===== src/rtl/bte_pkg.sv =====
package bte_pkg;
  localparam int unsigned ERR_W    = 32;
  localparam int unsigned MODE_W   = 2;
  // field positions are decoded by the machine-check handler
  localparam int unsigned BIT_LOST = 1;
  localparam int unsigned BIT_PEND = 3;
  localparam int unsigned MODE_LSB = 16;
  localparam int unsigned BIT_VREF = MODE_LSB + MODE_W;
  localparam int unsigned BIT_EN   = 20;
  localparam int unsigned NREQ     = 2;

  typedef struct packed {
    logic              vref;
    logic [MODE_W-1:0] mode;
  } acc_ctx_t;

  typedef enum logic [0:0] {
    REQ_MCHK   = 1'b0,
    REQ_MEMERR = 1'b1
  } req_kind_e;
endpackage


===== src/rtl/bte_status.sv =====
module bte_status
  import bte_pkg::*;
(
  input  logic              clk_i,
  input  logic              rst_ni,
  input  logic              tmo_i,
  input  logic              virt_i,
  input  logic [MODE_W-1:0] mode_i,
  input  logic              clr_i,
  output logic              pend_o,
  output logic              lost_o,
  output acc_ctx_t          ctx_o
);
  logic     pend_q, lost_q;
  acc_ctx_t ctx_q;
  logic     pend_eff, first_err, again_err;

  // clear is applied before the new capture
  assign pend_eff  = pend_q & ~clr_i;
  assign first_err = tmo_i & ~pend_eff;
  assign again_err = tmo_i & pend_eff;

  always_ff @(posedge clk_i or negedge rst_ni) begin
    if (!rst_ni) begin
      pend_q <= 1'b0;
      lost_q <= 1'b0;
      ctx_q  <= '0;
    end else begin
      pend_q <= first_err | pend_eff;
      lost_q <= lost_q | again_err;
      if (first_err) begin
        ctx_q.vref <= virt_i;
        ctx_q.mode <= virt_i ? mode_i : '0;
      end
    end
  end

  assign pend_o = pend_q;
  assign lost_o = lost_q;
  assign ctx_o  = ctx_q;

  AST_TMO_SETS_PEND: assert property (@(posedge clk_i) disable iff (!rst_ni)
    tmo_i |=> pend_q);
  AST_LOST_CTX_STABLE: assert property (@(posedge clk_i) disable iff (!rst_ni)
    (tmo_i && pend_q && !clr_i) |=> ($stable(ctx_q) && lost_q));
  AST_LOST_STICKY: assert property (@(posedge clk_i) disable iff (!rst_ni)
    lost_q |=> lost_q);
  AST_CLR_DROPS_PEND: assert property (@(posedge clk_i) disable iff (!rst_ni)
    (clr_i && !tmo_i) |=> !pend_q);
  AST_COLLIDE_IS_FIRST: assert property (@(posedge clk_i) disable iff (!rst_ni)
    (tmo_i && clr_i && !lost_q) |=> !lost_q);
endmodule


===== src/rtl/bte_req_gen.sv =====
module bte_req_gen
  import bte_pkg::*;
(
  input  logic            clk_i,
  input  logic            rst_ni,
  input  logic            tmo_i,
  input  logic            wr_i,
  output logic [NREQ-1:0] req_o
);
  logic [NREQ-1:0] hit, req_q;

  for (genvar k = 0; k < NREQ; k++) begin : g_kind
    assign hit[k] = tmo_i & (wr_i == 1'(k));
  end

  always_ff @(posedge clk_i or negedge rst_ni) begin
    if (!rst_ni) req_q <= '0;
    else         req_q <= hit;
  end

  assign req_o = req_q;

  AST_REQ_EXCLUSIVE: assert property (@(posedge clk_i) disable iff (!rst_ni)
    $onehot0(req_q));
  AST_REQ_FOLLOWS_TMO: assert property (@(posedge clk_i) disable iff (!rst_ni)
    tmo_i |=> ($countones(req_q) == 1));
  AST_REQ_ONE_CYCLE: assert property (@(posedge clk_i) disable iff (!rst_ni)
    !tmo_i |=> (req_q == '0));
endmodule


===== src/rtl/bte_cdis_reg.sv =====
module bte_cdis_reg #(
  parameter int unsigned DATA_W = 32
) (
  input  logic              clk_i,
  input  logic              rst_ni,
  input  logic              we_i,
  input  logic [DATA_W-1:0] wdata_i,
  output logic              cdis_o
);
  logic cdis_q;

  always_ff @(posedge clk_i or negedge rst_ni) begin
    if (!rst_ni)   cdis_q <= 1'b0;
    else if (we_i) cdis_q <= wdata_i[0];
  end

  assign cdis_o = cdis_q;

  AST_CDIS_HOLD: assert property (@(posedge clk_i) disable iff (!rst_ni)
    !we_i |=> $stable(cdis_q));
  AST_CDIS_LOAD: assert property (@(posedge clk_i) disable iff (!rst_ni)
    we_i |=> (cdis_q == $past(wdata_i[0])));
endmodule


===== src/rtl/bus_tmo_capture.sv =====
module bus_tmo_capture
  import bte_pkg::*;
#(
  parameter int unsigned DATA_W = 32
) (
  input  logic              clk_i,
  input  logic              rst_ni,
  input  logic              tmo_i,
  input  logic              tmo_wr_i,
  input  logic              tmo_virt_i,
  input  logic [MODE_W-1:0] cur_mode_i,
  input  logic              mchk_done_i,
  input  logic              cdis_we_i,
  input  logic [DATA_W-1:0] cdis_wdata_i,
  output logic [ERR_W-1:0]  err_reg_o,
  output logic              mchk_req_o,
  output logic              memerr_irq_o,
  output logic              cdis_o
);
  logic            pend, lost;
  acc_ctx_t        ctx;
  logic [NREQ-1:0] req;

  bte_status u_status (
    .clk_i  (clk_i),
    .rst_ni (rst_ni),
    .tmo_i  (tmo_i),
    .virt_i (tmo_virt_i),
    .mode_i (cur_mode_i),
    .clr_i  (mchk_done_i),
    .pend_o (pend),
    .lost_o (lost),
    .ctx_o  (ctx)
  );

  bte_req_gen u_req (
    .clk_i  (clk_i),
    .rst_ni (rst_ni),
    .tmo_i  (tmo_i),
    .wr_i   (tmo_wr_i),
    .req_o  (req)
  );

  bte_cdis_reg #(.DATA_W(DATA_W)) u_cdis (
    .clk_i   (clk_i),
    .rst_ni  (rst_ni),
    .we_i    (cdis_we_i),
    .wdata_i (cdis_wdata_i),
    .cdis_o  (cdis_o)
  );

  // sources of the other status bits lie outside this block; they read zero
  always_comb begin
    err_reg_o                      = '0;
    err_reg_o[BIT_LOST]            = lost;
    err_reg_o[BIT_PEND]            = pend;
    err_reg_o[MODE_LSB +: MODE_W]  = ctx.mode;
    err_reg_o[BIT_VREF]            = ctx.vref;
    err_reg_o[BIT_EN]              = 1'b1;
  end

  assign mchk_req_o   = req[REQ_MCHK];
  assign memerr_irq_o = req[REQ_MEMERR];

  AST_LOST_NEEDS_PEND: assert property (@(posedge clk_i) disable iff (!rst_ni)
    $rose(err_reg_o[BIT_LOST]) |-> err_reg_o[BIT_PEND]);
  AST_MODE_ZERO_PHYS: assert property (@(posedge clk_i) disable iff (!rst_ni)
    !err_reg_o[BIT_VREF] |-> (err_reg_o[MODE_LSB +: MODE_W] == '0));
endmodule


===== config.mk =====
export PLATFORM = sky130hd
export DESIGN_NAME = bus_tmo_capture
export DESIGN_NICKNAME = d
export VERILOG_FILES = /design/src/rtl/bte_pkg.sv /design/src/rtl/bte_status.sv /design/src/rtl/bte_req_gen.sv /design/src/rtl/bte_cdis_reg.sv /design/src/rtl/bus_tmo_capture.sv
export SDC_FILE = /design/constraint.sdc
export NUM_CORES = 1
export LEC_CHECK = 0
export BUFFER_PORTS_ARGS = -buffer_cell sky130_fd_sc_hd__buf_2
export CAP_MARGIN = 20
export CELL_PAD_IN_SITES_DETAIL_PLACEMENT = 1
export CELL_PAD_IN_SITES_GLOBAL_PLACEMENT = 1
export CORE_MARGIN = 2
export CORE_UTILIZATION = 16
export DETAILED_ROUTE_END_ITERATION = 16
export GPL_ROUTABILITY_DRIVEN = 0
export GPL_TIMING_DRIVEN = 0
export MAX_ROUTING_LAYER = met4
export PLACE_DENSITY_LB_ADDON = 0.1
export RECOVER_POWER = 25
export SLEW_MARGIN = 25
export SYNTH_ARGS = -nofsm -noshare
export SYNTH_HDL_FRONTEND = slang
export SYNTH_SLANG_ARGS = --single-unit
export TNS_END_PERCENT = 100

===== constraint.sdc =====
create_clock -name clk_i -period 1.1 [get_ports clk_i]
set_clock_uncertainty 0.15 [all_clocks]
set_input_delay 0.165 -clock clk_i [delete_from_list [all_inputs] [get_ports clk_i]]
set_output_delay 0.165 -clock clk_i [all_outputs]
set_load 0.01 [all_outputs]

## Yosys cells after proc, flatten, opt, wreduce, memory -nomap -nowiden

Cells that the tools add are included.
Widths: inputs -> output; s select.

- ROM bits: 0
- Memories: 0
- Memory bits (writable): 0
- Register bits after elaboration: 8
- Output and inout port bits: 35
- Bits in latches: 0
- Word-level logic and storage cells: 17
- Bits of input ports: 41

- Divide/modulo/power cells: 0
- Shifts and indexed selects: 0
- $lt $le $gt $ge: 0
- Multiply operators: 0
- Multiplexer cells: 1
- Reduce and logical (&&, ||, !) cells: 0
- Bitwise operators: 10
- Eq/ne operators: 0
- $add $sub $neg: 0

Operators by type and width:

| operator | count |
|---|---|
| $and 1x1->1 | 5 |
| $not 1->1 | 3 |
| $mux 2 | 1 |
| $or 1x1->1 | 2 |

## Longest topological paths before layout

- Depth in word-level cells: 5
- Depth in mapped cells: 3
- Gate-level depth less buffers: 3

## Cells and area by module

A second synthesis with hierarchy kept.

- Cells, all modules: 52
- Area, all modules: 544.3 um^2

Modules (own cells, without submodules):

| module | instances | area an instance (um^2) | seq. area each (um^2) | cells an instance |
|---|---|---|---|---|
| bus_tmo_capture | 1 | 225.2 | 0.0 | 31 |
| bte_status | 1 | 212.7 | 125.1 | 15 |
| bte_req_gen | 1 | 66.3 | 50.0 | 4 |
| bte_cdis_reg | 1 | 40.0 | 25.0 | 2 |

## Worst setup path after synthesis

No wires, ideal clock.

- Path kind: register to register
- Start: register u_status.pend_q (netlist: u_status.pend_o)
- End: register u_status.ctx_q (netlist bit u_status.ctx_o[2])
- Setup time: 0.125 ns
- Data arrival time: 0.819 ns
- Path buffers: 0
- Path slack: 0.006 ns
- Stages on the path, launching flop included: 4
- Period minus slack after synthesis: 1.094 ns
- Data required time: 0.825 ns
- Cells stage by stage: dfrtp_1 > nand2b_4 > nand2_4 > mux2_4

- Word-level cells in the longest chain between the ends: 3

RTL lines:

| element | line | text |
|---|---|---|
| from (decl) | bte_status.sv:14 | `logic pend_q, lost_q;` |
| from (signal assigned) | bte_status.sv:29 | `pend_q <= first_err \| pend_eff;` |
| $and 1x1->1 | bte_status.sv:19 | `assign pend_eff = pend_q & ~clr_i;` |
| $not 1->1 | bte_status.sv:20 | `assign first_err = tmo_i & ~pend_eff;` |
| $and 1x1->1 | bte_status.sv:20 |  |
| to (decl) | bte_status.sv:15 | `acc_ctx_t ctx_q;` |

Every way passes these cells.
A chain may end at the register's enable or synchronous reset.

## Final worst setup path

- Start: register u_status.pend_q (netlist: u_status.pend_o)
- End: output port err_reg_o[3]

RTL lines:

| element | line | text |
|---|---|---|
| to (decl) | bus_tmo_capture.sv:15 | `output logic [ERR_W-1:0] err_reg_o,` |

No word-level cell between the ends.

==> impl_metrics.json <==
{
  "clk_path_buf_depth": 2,
  "vias": 408,
  "grt-ovfl-total": 0,
  "min_period_over_period": 1.10,
  "dieHeight_um": 61.8,
  "critPathRequiredTime_ps": 780,
  "synth_cell_types": 14,
  "core.rowCount": 20,
  "path_clk_slew_ps": 50,
  "min_period_ps": 1210,
  "grt_pass1_vias": 412,
  "crit_type": "reg -> out",
  "drcViolationCount": 0,
  "via_per_inst": 2.79,
  "wl_per_cell_um": 7.43,
  "netlist_instances": 52,
  "final_area_um2": 853,
  "crit_arrival_ps": 890,
  "grt_usage": 0.0579,
  "max_cap_violations": 0,
  "root_buffer": "clkbuf_4",
  "final_cell_count_no_fill": 146,
  "cts_tree": "done",
  "synth_warnings": 0,
  "drt_pass1_iterations": 2,
  "fillers": 409,
  "post-place-cells": 138,
  "syn_avg_cell_area_um2": 10.3,
  "fmax_ghz": 0.829,
  "endpoint_kind": "output pin",
  "post-dp-hpwl_um": 921,
  "cp_slowest_stage_delay_ps": 410,
  "area_delta_synth_final_pct": 59.7,
  "rsz0062_at_grt": "yes",
  "crit_chain": "buf_6 > buf_6",
  "htreeDepth": 1,
  "numCtsBuffers": 3,
  "syn_area_um2": 534,
  "portBuffers": 17,
  "drive_above_1_share": 0.549,
  "status": "finished, violations left",
  "die_w_um": 61.8,
  "clk_latency_ps": 240,
  "critPathSlowestCell": "dfrtp_1",
  "ioPinCount": 76,
  "crit_fanout": 2,
  "cts.sinks": 8,
  "nets": 145,
  "final_critical_path_setup_slack_ps": -106,
  "ff_latch_area_um2": 200,
  "cp-start-kind": "register",
  "core_um2": 3100,
  "maxSlewViolCount": 0,
  "grt_pass1_wl_um": 1570,
  "place_area_um2": 768,
  "irDropWorstVdd_mv": 0.238,
  "multi_input_area_um2": 206,
  "diodes": 0,
  "setup_viol": 2,
  "antenna_found_initial": 0,
  "final_cell_mix": "buf_4, conb_1, buf_2",
  "final_common_cell": "buf_4",
  "cp_common_cell": "buf_6",
  "grt_max_degree": 9,
  "finalHoldViolations": 0,
  "wl_um": 1090,
  "p_per_area_nw_per_um2": 936,
  "preCtsSetupSlack_ps": -42.7,
  "hold_path_class": "in -> reg",
  "p_leak_nw": 0.504,
  "dieArea_um2": 3820,
  "drt_iter0_drc": 3,
  "start_util": 0.172,
  "synth-seq-cells": 8,
  "violations": "setup timing",
  "ys_seq_area_frac": 0.375,
  "postRouteAntennaNets": 0
}
[cell families (layout without fill, tap and decap cells)]
family                 after synthesis  after routing  synth area share
buffers and inverters               30             55             0.415
other                                2             27            0.0141
multiplexers                         2              2            0.0492
flip-flops                           8              8             0.375
AO/OA/AOI/OAI                        3              3            0.0515
AND/OR/NAND/NOR                      7              7            0.0960
[final cells by class]
cell class | instances | share of cell area
Sequential cell | 8 | 0.235
Buffer | 28 | 0.251
Tap cell | 44 | 0.0645
Clock buffer | 3 | 0.0264
Timing Repair Buffer | 23 | 0.177
Inverter | 1 | 0.00440
Multi-Input combinational cell | 39 | 0.242
[cells in the mapped netlist]
cell type	instances	area, µm²
a21bo_2	2	20.0
and2_1	1	6.26
buf_4	29	218
conb_1	2	7.51
dfrtp_1	8	200
inv_1	1	3.75
mux2_2	1	11.3
mux2_4	1	15.0
nand2_1	1	3.75
nand2_4	1	11.3
nand2b_4	1	13.8
nand4_1	2	12.5
nor2_1	1	3.75
o21bai_1	1	7.51
[through the flow]
step                TNS, ps  total power, W   util  hold WS, ps
detailed placement    -42.7        0.000556  0.248         -127
global route           -305        0.000858  0.275         20.7
finish                 -139        0.000799  0.275         18.5
floorplan                 0        0.000499      -         -281
global placement      -42.6        0.000554  0.248         -129
CTS                    -175        0.000810  0.272         6.61
[layer usage]
metal  global-route usage  wire, µm  part of all wire  vias up
met3               0.0311       110              0.10        0
li1                     -         -                 -      207
met1               0.0473       362              0.33      180
met5                    -         0                 0        -
met2                0.119       612              0.56       21
met4                    0         0                 0        0
[worst paths after layout]
path,from,endpoint,slack (ps),cells past startpoint
worst max register to register,u_status.pend_o,u_status.ctx_o[2],-30,3
min in group asynchronous,rst_ni,u_status.lost_o,220,2
worst min register to register,u_status.ctx_o[1],u_status.ctx_o[1],340,1
max in group asynchronous,rst_ni,u_cdis.cdis_o,280,2
worst min-delay path,cdis_we_i,u_cdis.cdis_o,20,2
worst max-delay path,u_status.pend_o,err_reg_o[3],-110,2
[sequential cells by signal, summed over array words and instances, names as in the netlist]
name and count:
u_cdis.cdis_o 1, u_status.pend_o 1, u_status.lost_o 1, u_status.ctx_o 3, u_req.req_o 2
[repair_timing]
item                                   4_1_cts  5_1_grt
endpoints found under the hold margin       11        0
setup endpoints to repair                    4       10
pin swaps                                    1        0
resized for setup                            3        0
hold buffers                                 3        0
setup buffers                                2        2
[critical path, delay by kind of cell (launching register included)]
kind | cells | cell delay (ps)
buffers and inverters | 2 | 240
flip-flops | 1 | 410
[report_power, final]
part | switching (W) | total, W | internal (W) | leakage (nW)
combinational | 0.000110 | 0.000251 | 0.000141 | 0.395
sequential | 0.0000114 | 0.000329 | 0.000318 | 0.0948
clock | 0.0000941 | 0.000219 | 0.000124 | 0.0138
No activity file was read; power rests on OpenSTA's default activity.
